`src/rtl/xcvr_pkg.sv`:
```
package xcvr_pkg;
    parameter int XW      = 8;
    localparam int CNT_W  = $clog2(XW);
    localparam int STAT_W = 6;

    localparam logic [1:0] ADDR_CTRL = 2'd0;
    localparam logic [1:0] ADDR_TXD  = 2'd1;
    localparam logic [1:0] ADDR_CLR  = 2'd2;

    typedef struct packed {
        logic             te;
        logic             re;
        logic             sel_en;
        logic [XW-1:0]    tdr;
        logic             tdre;
        logic             tend;
        logic [XW-1:0]    tx_sh;
        logic [CNT_W-1:0] tx_cnt;
        logic             tx_act;
        logic             sdo;
        logic [XW-1:0]    rx_sh;
        logic [CNT_W-1:0] rx_cnt;
        logic [XW-1:0]    rdr;
        logic             rdrf;
        logic             orer;
        logic             fer;
        logic             per;
    } xcvr_state_t;
endpackage

```
`src/rtl/xcvr_sync.sv`:
```
module xcvr_sync #(
    parameter int WIDTH  = 1,
    parameter int STAGES = 2,
    parameter logic [WIDTH-1:0] RST_VAL = '1
) (
    input  logic             clk,
    input  logic             rst_n,
    input  logic [WIDTH-1:0] d_i,
    output logic [WIDTH-1:0] q_o
);
    logic [STAGES-1:0][WIDTH-1:0] chain_q, chain_d;

    always_comb begin
        chain_d[0] = d_i;
        for (int i = 1; i < STAGES; i++) chain_d[i] = chain_q[i-1];
    end

    always_ff @(posedge clk or negedge rst_n) begin
        if (!rst_n) begin
            for (int i = 0; i < STAGES; i++) chain_q[i] <= RST_VAL;
        end else begin
            chain_q <= chain_d;
        end
    end

    assign q_o = chain_q[STAGES-1];
endmodule

```
`src/rtl/xcvr_clk_gate.sv`:
```
module xcvr_clk_gate (
    input  logic clk,
    input  logic rst_n,
    input  logic sck_s_i,
    input  logic desel_i,
    output logic rise_o,
    output logic fall_o
);
    logic sck_int;
    logic prev_d, prev_q;

    always_comb begin
        sck_int = desel_i ? 1'b1 : sck_s_i;
        prev_d  = sck_int;
        rise_o  = sck_int & ~prev_q;
        fall_o  = ~sck_int & prev_q;
    end

    always_ff @(posedge clk or negedge rst_n) begin
        if (!rst_n) prev_q <= 1'b1;
        else        prev_q <= prev_d;
    end
endmodule

```
`src/rtl/sync_serial_xcvr.sv`:
```
module sync_serial_xcvr
    import xcvr_pkg::*;
#(
    parameter int SYNC_STAGES = 2
) (
    input  logic              clk,
    input  logic              rst_n,
    input  logic              wr_en_i,
    input  logic [1:0]        wr_addr_i,
    input  logic [XW-1:0]     wr_data_i,
    input  logic              sck_i,
    input  logic              sel_n_i,
    input  logic              sdi_i,
    output logic              sdo_o,
    output logic              sdo_oe_o,
    output logic [2:0]        ctrl_o,
    output logic [STAT_W-1:0] status_o,
    output logic [XW-1:0]     rx_data_o
);
    localparam logic [CNT_W-1:0] LAST_BIT = CNT_W'(XW - 1);

    logic [2:0] pins_s;
    logic       sck_s, sel_s, sdi_s;
    logic       desel, rise, fall;
    xcvr_state_t d, q;

    xcvr_sync #(.WIDTH(3), .STAGES(SYNC_STAGES), .RST_VAL(3'b111)) u_sync (
        .clk  (clk),
        .rst_n(rst_n),
        .d_i  ({sdi_i, sel_n_i, sck_i}),
        .q_o  (pins_s)
    );

    assign sck_s = pins_s[0];
    assign sel_s = pins_s[1];
    assign sdi_s = pins_s[2];
    assign desel = q.sel_en & sel_s;

    xcvr_clk_gate u_gate (
        .clk    (clk),
        .rst_n  (rst_n),
        .sck_s_i(sck_s),
        .desel_i(desel),
        .rise_o (rise),
        .fall_o (fall)
    );

    always_comb begin
        logic want_te, want_re, refuse;
        logic [XW-1:0] rx_next;
        d       = q;
        want_te = wr_data_i[0];
        want_re = wr_data_i[1];
        refuse  = (want_te & ~q.te & q.re) | (want_re & ~q.re & q.te);
        rx_next = {sdi_s, q.rx_sh[XW-1:1]};

        // transmit path
        if (fall) begin
            if (q.tx_act) begin
                d.sdo = q.tx_sh[0];
            end else if (!q.tdre) begin
                d.tx_sh  = q.tdr;
                d.sdo    = q.tdr[0];
                d.tx_cnt = '0;
                d.tx_act = 1'b1;
                d.tdre   = 1'b1;
                d.tend   = 1'b0;
            end
        end
        if (rise && q.tx_act) begin
            d.tx_sh  = q.tx_sh >> 1;
            d.tx_cnt = q.tx_cnt + 1'b1;
            if (q.tx_cnt == LAST_BIT) begin
                d.tx_act = 1'b0;
                if (q.tdre) d.tend = 1'b1;
            end
        end

        // receive path
        if (!q.re) begin
            d.rx_cnt = '0;
        end else if (rise) begin
            d.rx_sh  = rx_next;
            d.rx_cnt = q.rx_cnt + 1'b1;
            if (q.rx_cnt == LAST_BIT) begin
                if (q.rdrf) d.orer = 1'b1;
                else begin
                    d.rdr  = rx_next;
                    d.rdrf = 1'b1;
                end
            end
        end

        // register writes
        if (wr_en_i) begin
            unique case (wr_addr_i)
                ADDR_CTRL: begin
                    d.sel_en = wr_data_i[2];
                    if (!refuse) begin
                        d.te = want_te;
                        d.re = want_re;
                    end
                end
                ADDR_TXD: begin
                    d.tdr  = wr_data_i;
                    d.tdre = 1'b0;
                    d.tend = 1'b0;
                end
                ADDR_CLR: begin
                    if (wr_data_i[2]) d.rdrf = 1'b0;
                    if (wr_data_i[3]) d.orer = 1'b0;
                    if (wr_data_i[4]) d.fer  = 1'b0;
                    if (wr_data_i[5]) d.per  = 1'b0;
                end
                default: ;
            endcase
        end

        // transmitter held idle while disabled
        if (!d.te) begin
            d.tx_act = 1'b0;
            d.tx_cnt = '0;
            d.tdre   = 1'b1;
            d.tend   = 1'b1;
            d.sdo    = 1'b1;
        end
    end

    always_ff @(posedge clk or negedge rst_n) begin
        if (!rst_n) begin
            q      <= '0;
            q.tdre <= 1'b1;
            q.tend <= 1'b1;
            q.sdo  <= 1'b1;
        end else begin
            q <= d;
        end
    end

    assign sdo_o     = q.sdo;
    assign sdo_oe_o  = q.te & ~desel;
    assign ctrl_o    = {q.sel_en, q.re, q.te};
    assign status_o  = {q.per, q.fer, q.orer, q.rdrf, q.tend, q.tdre};
    assign rx_data_o = q.rdr;
endmodule

```
`config.mk`:
```
export PLATFORM = sky130hd
export DESIGN_NAME = sync_serial_xcvr
export DESIGN_NICKNAME = d
export VERILOG_FILES = /design/src/rtl/xcvr_pkg.sv /design/src/rtl/xcvr_sync.sv /design/src/rtl/xcvr_clk_gate.sv /design/src/rtl/sync_serial_xcvr.sv
export SDC_FILE = /design/constraint.sdc
export NUM_CORES = 1
export LEC_CHECK = 0
export BUFFER_PORTS_ARGS = -buffer_cell sky130_fd_sc_hd__buf_4
export CAP_MARGIN = 5
export CORE_ASPECT_RATIO = 1.25
export CORE_UTILIZATION = 33
export CTS_CLUSTER_DIAMETER = 80
export DETAILED_ROUTE_END_ITERATION = 8
export PLACE_DENSITY = 0.56
export SYNTH_ARGS = -nofsm -noshare
export SYNTH_HDL_FRONTEND = slang
export SYNTH_SLANG_ARGS = --single-unit
```
`constraint.sdc`:
```
create_clock -name clk -period 2.69 [get_ports clk]
set_input_delay 0.1345 -clock clk [delete_from_list [all_inputs] [get_ports clk]]
set_output_delay 0.1345 -clock clk [all_outputs]
set_load 0.005 [all_outputs]
```
**Yosys cells after proc, flatten, opt, wreduce, memory -nomap -nowiden**

Cells that the tools add are included.

- Flip-flop bits (word level): 54
- Input port bits: 16
- Output and inout port bits: 19
- Logic and storage cells: 84

- Add/subtract/negate cells: 2
- Equal/unequal tests: 12
- Muxes and demuxes: 25
- Bitwise operators: 16
- Reduce and logical (&&, ||, !) cells: 11

Operator list:

| cell | number |
|---|---|
| $mux 13 | 3 |
| $mux 14 | 2 |
| $mux 10 | 2 |
| $mux 15 | 1 |
| $mux 9 | 1 |
| $ne 3x2->1 const B | 3 |
| $reduce_and 3->1 | 3 |
| $and 1x1->1 | 8 |
| $mux 1 | 8 |
| $mux 4 | 2 |
| $reduce_and 2->1 | 4 |
| $not 1->1 | 7 |
| $add 3x1->3 const B | 2 |
| $eq 3x3->1 const B | 2 |
| $mux 2 | 3 |
| $mux 3 | 2 |
| $mux 5 | 1 |
| $ne 2x1->1 const B | 2 |
| $ne 2x2->1 const B | 2 |
| $reduce_and 4->1 | 1 |
| $ne 3x3->1 const B | 1 |
| $eq 2x1->1 const B | 1 |
| $eq 2x2->1 const B | 1 |
| $logic_not 2->1 | 1 |
| other kinds (3) | 3 |

**Longest topological paths before layout**

- Depth after elaboration: 12
- Mapped depth: 5
- Depth with buffers taken out: 5

**Modules after synthesis**

From an unflattened synthesis, not the netlist that was laid out.

- Cells, all modules: 189
- Area, all modules: 2328.5 µm²

Modules (own cells, without submodules):

| module | times used | cells an instance | area an instance (µm²) | seq. area each (µm²) |
|---|---|---|---|---|
| sync_serial_xcvr | 1 | 179 | 2120.8 | 1154.9 |
| xcvr_sync | 1 | 6 | 157.7 | 157.7 |
| xcvr_clk_gate | 1 | 4 | 50.0 | 26.3 |

**Worst setup path after synthesis**

No wires, ideal clock.

- Path type: register to register
- From: reg u_sync.chain_q (netlist bit u_sync.q_o[1])
- To: reg q (netlist bit rx_data_o[0])
- Setup time: 0.125 ns
- Arrival time: 1.411 ns
- Required time: 2.565 ns
- Path slack: 1.154 ns
- Stages on the path, launching flop included: 4
- Buffers on the path: 0
- Clock period less this slack: 1.536 ns
- Cell sequence: dfstp_2 > a21oi_4 > nor4_4 > mux2_2

- Longest elaborated chain between the ends: 4

RTL lines:

| what | RTL line | text |
|---|---|---|
| from (decl) | xcvr_sync.sv:11 | `logic [STAGES-1:0][WIDTH-1:0] chain_q, chain_d;` |
| from (signal assigned) | xcvr_sync.sv:22 | `chain_q <= chain_d;` |
| $and 1x1->1 | sync_serial_xcvr.sv:37 | `assign desel = q.sel_en & sel_s;` |
| $mux 1 | xcvr_clk_gate.sv:13 | `sck_int = desel_i ? 1'b1 : sck_s_i;` |
| $and 1x1->1 | xcvr_clk_gate.sv:15 | `rise_o = sck_int & ~prev_q;` |
| $reduce_and 4->1 (no source line) | n/a |  |
| to (decl) | sync_serial_xcvr.sv:25 | `xcvr_state_t d, q;` |

No other way between the ends.
A chain may end at the register's enable or synchronous reset.

**Worst setup path in the final report**

- From: reg q (netlist bit ctrl_o[2])
- To: reg q[32] (netlist name)

- Longest elaborated chain between the ends: 6
- Elaborated cells between the ends (all ways): 11
- Those cells by class: 2 x eq/ne; 2 x mux; 4 x bitwise; 3 x reduce/logical

RTL lines:

| what | RTL line |
|---|---|
| $and 1x1->1 (*) | sync_serial_xcvr.sv:37 |
| $mux 1 (*) | xcvr_clk_gate.sv:13 |
| $and 1x1->1 or $not 1->1 (tied branches) | xcvr_clk_gate.sv:15, xcvr_clk_gate.sv:16 |
| $logic_and 1x1->1 or $and 1x1->1 (tied branches) | sync_serial_xcvr.sv:70, xcvr_clk_gate.sv:16 |
| $ne 2x1->1 (no source line) or $reduce_bool 2->1 (tied branches) | n/a |
| $reduce_and 3->1 (no source line) | n/a |

Every way passes the cells marked *; elsewhere a longest branch is shown, timed or not.

==> results.sh <==
export IMPL_finalCritPeriodShare_pct=71.2
export IMPL_rr_startpoint="ctrl_o[2]"
export IMPL_synth_area_per_cell_sq_um=13.2
export IMPL_die_height_um=97.2
export IMPL_maxCapViolCount=0
export IMPL_mostFrequentLayoutCell="sky130_fd_sc_hd__dfrtp_1"
export IMPL_worstSetupPathType="reg2reg"
export IMPL_finish_net_count=225
export IMPL_cts_buffers_inserted=5
export IMPL_mostFrequentLayoutCells="sky130_fd_sc_hd__dfrtp_1 (43), sky130_fd_sc_hd__buf_4 (33), sky130_fd_sc_hd__mux2_2 (24)"
export IMPL_yosys_mux_area_fraction_pct=11.7
export IMPL_r2r_worst_path_cells=3
export IMPL_grt_ovfl_total=0
export IMPL_placement_setup_worst_slack_ns=0.794
export IMPL_cell_by_cell_trace_of_the_critical_path="a21oi_4, mux2i_1, a221o_1"
export IMPL_wl_mm=4.13
export IMPL_clk_latency_ns=0.31
export IMPL_num_antenna_cells=0
export IMPL_hold_path_class="in2reg"
export IMPL_globalplace_congestion=0.671
export IMPL_ctsHtreeMaxLevel=2
export IMPL_wire_length_of_the_first_global_routing_pass_mm=7.17
export IMPL_wl_per_cell_um=14.0
export IMPL_crit_buf_inv=0
export IMPL_final_hold_violation_count=0
export IMPL_min_delay_start="wr_data_i[4]"
export IMPL_largest_area_contributor_in_the_netlist="sky130_fd_sc_hd__dfrtp_1"
export IMPL_areaGrowthSynthToFinish_pct=14.6
export IMPL_postCtsSetupRepairBufs=0
export IMPL_die_width_um=78.2
export IMPL_final_max_slew_viol_count=0
export IMPL_path_delay_family="compound AO/OA/AOI/OAI gates"
export IMPL_hold_buffers=4
export IMPL_synthSimpleGateAreaFrac_pct=9.46
export IMPL_postSynthRegisterBits=53
export IMPL_grt_antenna_before_repair=0
export IMPL_critPathLaunchType="register"
export IMPL_core_area_sq_um=6980
export IMPL_timing_hold_worst_path_depth=2
export IMPL_cp_max_fo=23
export IMPL_top_cell_type_s_share_of_synthesized_area_pct=45.0
export IMPL_ys_warnings_count=0
export IMPL_post_synth_xor_area_fraction_pct=0
export IMPL_synth_yosys_seq_area_share_pct=55.9
export IMPL_synth_top_family_by_area="compound AO/OA/AOI/OAI gates"
export IMPL_cts_root_buffer="sky130_fd_sc_hd__clkbuf_8"
export IMPL_port_buffer_count=32
export IMPL_rows=34
export IMPL_vdd_ir_max_uv=268
export IMPL_synth_cells=182
export IMPL_ant_nets=0
export IMPL_drt_first_pass_iters=4
export IMPL_finalClockSkew_ns=0.00814
export IMPL_clk_transition_reported_paths_ns=0.10
export IMPL_grt_max_degree=54
export IMPL_critical_path_arrival_ns=2.17
export IMPL_cts_resized=0
export IMPL_setup_tns_ns=0
export IMPL_synthesis_area_sq_um=2390
export IMPL_timing_critical_path_from="ctrl_o[2]"
export IMPL_netlist_cell_type_count=45
export IMPL_worst_margin_slew_ns=0.692
export IMPL_cts_sinks=53
export IMPL_fin_ws_ns=0.775
export IMPL_minimum_clock_period_ns=1.92
export IMPL_grt_pass1_vias=1449
export IMPL_synth_top_cells_by_area="sky130_fd_sc_hd__dfrtp_1 (45%), sky130_fd_sc_hd__mux2_2 (11%), sky130_fd_sc_hd__dfstp_2 (11%)"
export IMPL_power_static_leakage_uw=0.00125
export IMPL_timing_critical_path_slowest_cell_delay_ns=0.63
export IMPL_start_util_pct=34.3
export IMPL_cp_data_required_time_ns=2.95
export IMPL_run_status="finished clean"
export IMPL_postSynth_asyncResetShare_pct=100
export IMPL_max_clock_freq_mhz=522
export IMPL_grt_setup_unrepaired="false"
export IMPL_drt_first_iter_violations=63
export IMPL_worstSetupPathDepth=3
export IMPL_synth_compound_gate_area_share_pct=13.8
export IMPL_final_layout_size_suffix_gt1_share_pct=40.8
export IMPL_avgViaCountPerCell=4.89
export IMPL_yosys_area_share_adder_pct=2.09
export IMPL_setup_violations_final=0
export IMPL_fillCellCount=715
export IMPL_grt_total_usage_pct=12.1
export IMPL_end_kind="register"
export IMPL_ctsLongestPathBuffers=2
export IMPL_ys_dominant_reg_cell="sky130_fd_sc_hd__dfrtp_1"
export IMPL_tritoncts="built"
export IMPL_max_slew_margin_pct=53.7
export IMPL_route_vias_total=1447
export IMPL_final_hpwl_from_detailed_placement_mm=2.84
export IMPL_cpMaxStageDelayCell="sky130_fd_sc_hd__mux2i_1"
export IMPL_post_synth_edffs=0
export IMPL_detail_route_drc_violations=0
export IMPL_power_density_nw_per_um2=785
export IMPL_boundaryPins=35
export IMPL_dieArea_sq_um=7600
==> per-layer routing <==
metal	global-route usage [%]	vias to the layer above	share of wire, %
met1	15.4	713	46
met3	2.72	7	4.2
li1	-	694	-
met4	5.56	0	1.6
met5	0	-	0
met2	19.2	33	48
==> synthesized netlist by cell type (3+ instances only) <==
| cell | instances |
|---|---|
| sky130_fd_sc_hd__a211oi_1 | 4 |
| sky130_fd_sc_hd__dfstp_2 | 10 |
| sky130_fd_sc_hd__and3_1 | 8 |
| sky130_fd_sc_hd__ha_1 | 4 |
| sky130_fd_sc_hd__nor2_1 | 4 |
| sky130_fd_sc_hd__a221o_1 | 8 |
| sky130_fd_sc_hd__buf_4 | 17 |
| sky130_fd_sc_hd__clkbuf_1 | 3 |
| sky130_fd_sc_hd__mux2_2 | 24 |
| sky130_fd_sc_hd__a21boi_0 | 4 |
| sky130_fd_sc_hd__nand3_1 | 5 |
| sky130_fd_sc_hd__inv_1 | 3 |
| sky130_fd_sc_hd__dfrtp_1 | 43 |
| sky130_fd_sc_hd__o21ai_0 | 7 |
==> worst paths after layout <==
path / end / slack [ns]
hold / removal: q[42] / 0.04
setup reg to reg: q[32] / 0.77
setup / recovery: q[32] / 0.77
hold reg to reg: u_sync.q_o[0] / 0.36
max in group asynchronous: q[12] / 1.87
min in group asynchronous: rx_data_o[6] / 0.38
==> per-stage QoR <==
step | area (sq um) | total power (uW) | util, % | hold WS (ns) | instances
final | 2740 | 2150 | 39.3 | 0.0407 | 296
after floorplan | 2400 | 1540 | - | -0.161 | 183
after global placement | 2610 | 1700 | 37.4 | 0.219 | 284
after global routing | 2740 | 2300 | 39.3 | 0.0308 | 296
after CTS | 2740 | 2190 | 39.3 | 0.0344 | 296
after detailed placement | 2610 | 1710 | 37.4 | 0.212 | 284
==> sequential cells by signal, indices dropped and copies added (netlist names) <==
signal	flops
u_gate.prev_q	1
ctrl_o	3
q	30
rx_data_o	8
u_sync.chain_d	3
status_o	4
sdo_o	1
u_sync.q_o	3
==> kinds of logic (layout without fill, tap and decap cells) <==
group / Yosys count / count (layout)
flops: 53 / 53
buf+inv: 26 / 49
simple gates: 34 / 34
mux: 25 / 25
compound gates: 39 / 39
fa+ha+maj: 4 / 4
other cells: 1 / 2
==> final cells by class <==
| class | instances | area, sq um | area share, % |
|---|---|---|---|
| Tap cell | 90 | 113 | 4.11 |
| Clock inverter | 3 | 25.0 | 0.912 |
| Inverter | 4 | 15.0 | 0.547 |
| Clock buffer | 5 | 68.8 | 2.51 |
| Timing Repair Buffer | 37 | 288 | 10.5 |
| Sequential cell | 53 | 1340 | 48.8 |
| Multi-Input combinational cell | 104 | 895 | 32.6 |
==> where the power goes <==
part | switching, uW | leakage, uW | internal (uW)
Combinational | 203 | 0.000552 | 301
Sequential | 175 | 0.000658 | 1010
Clock | 276 | 0.0000447 | 188
Total | 654 | 0.00125 | 1500
(Power assumes the default switching activity.)
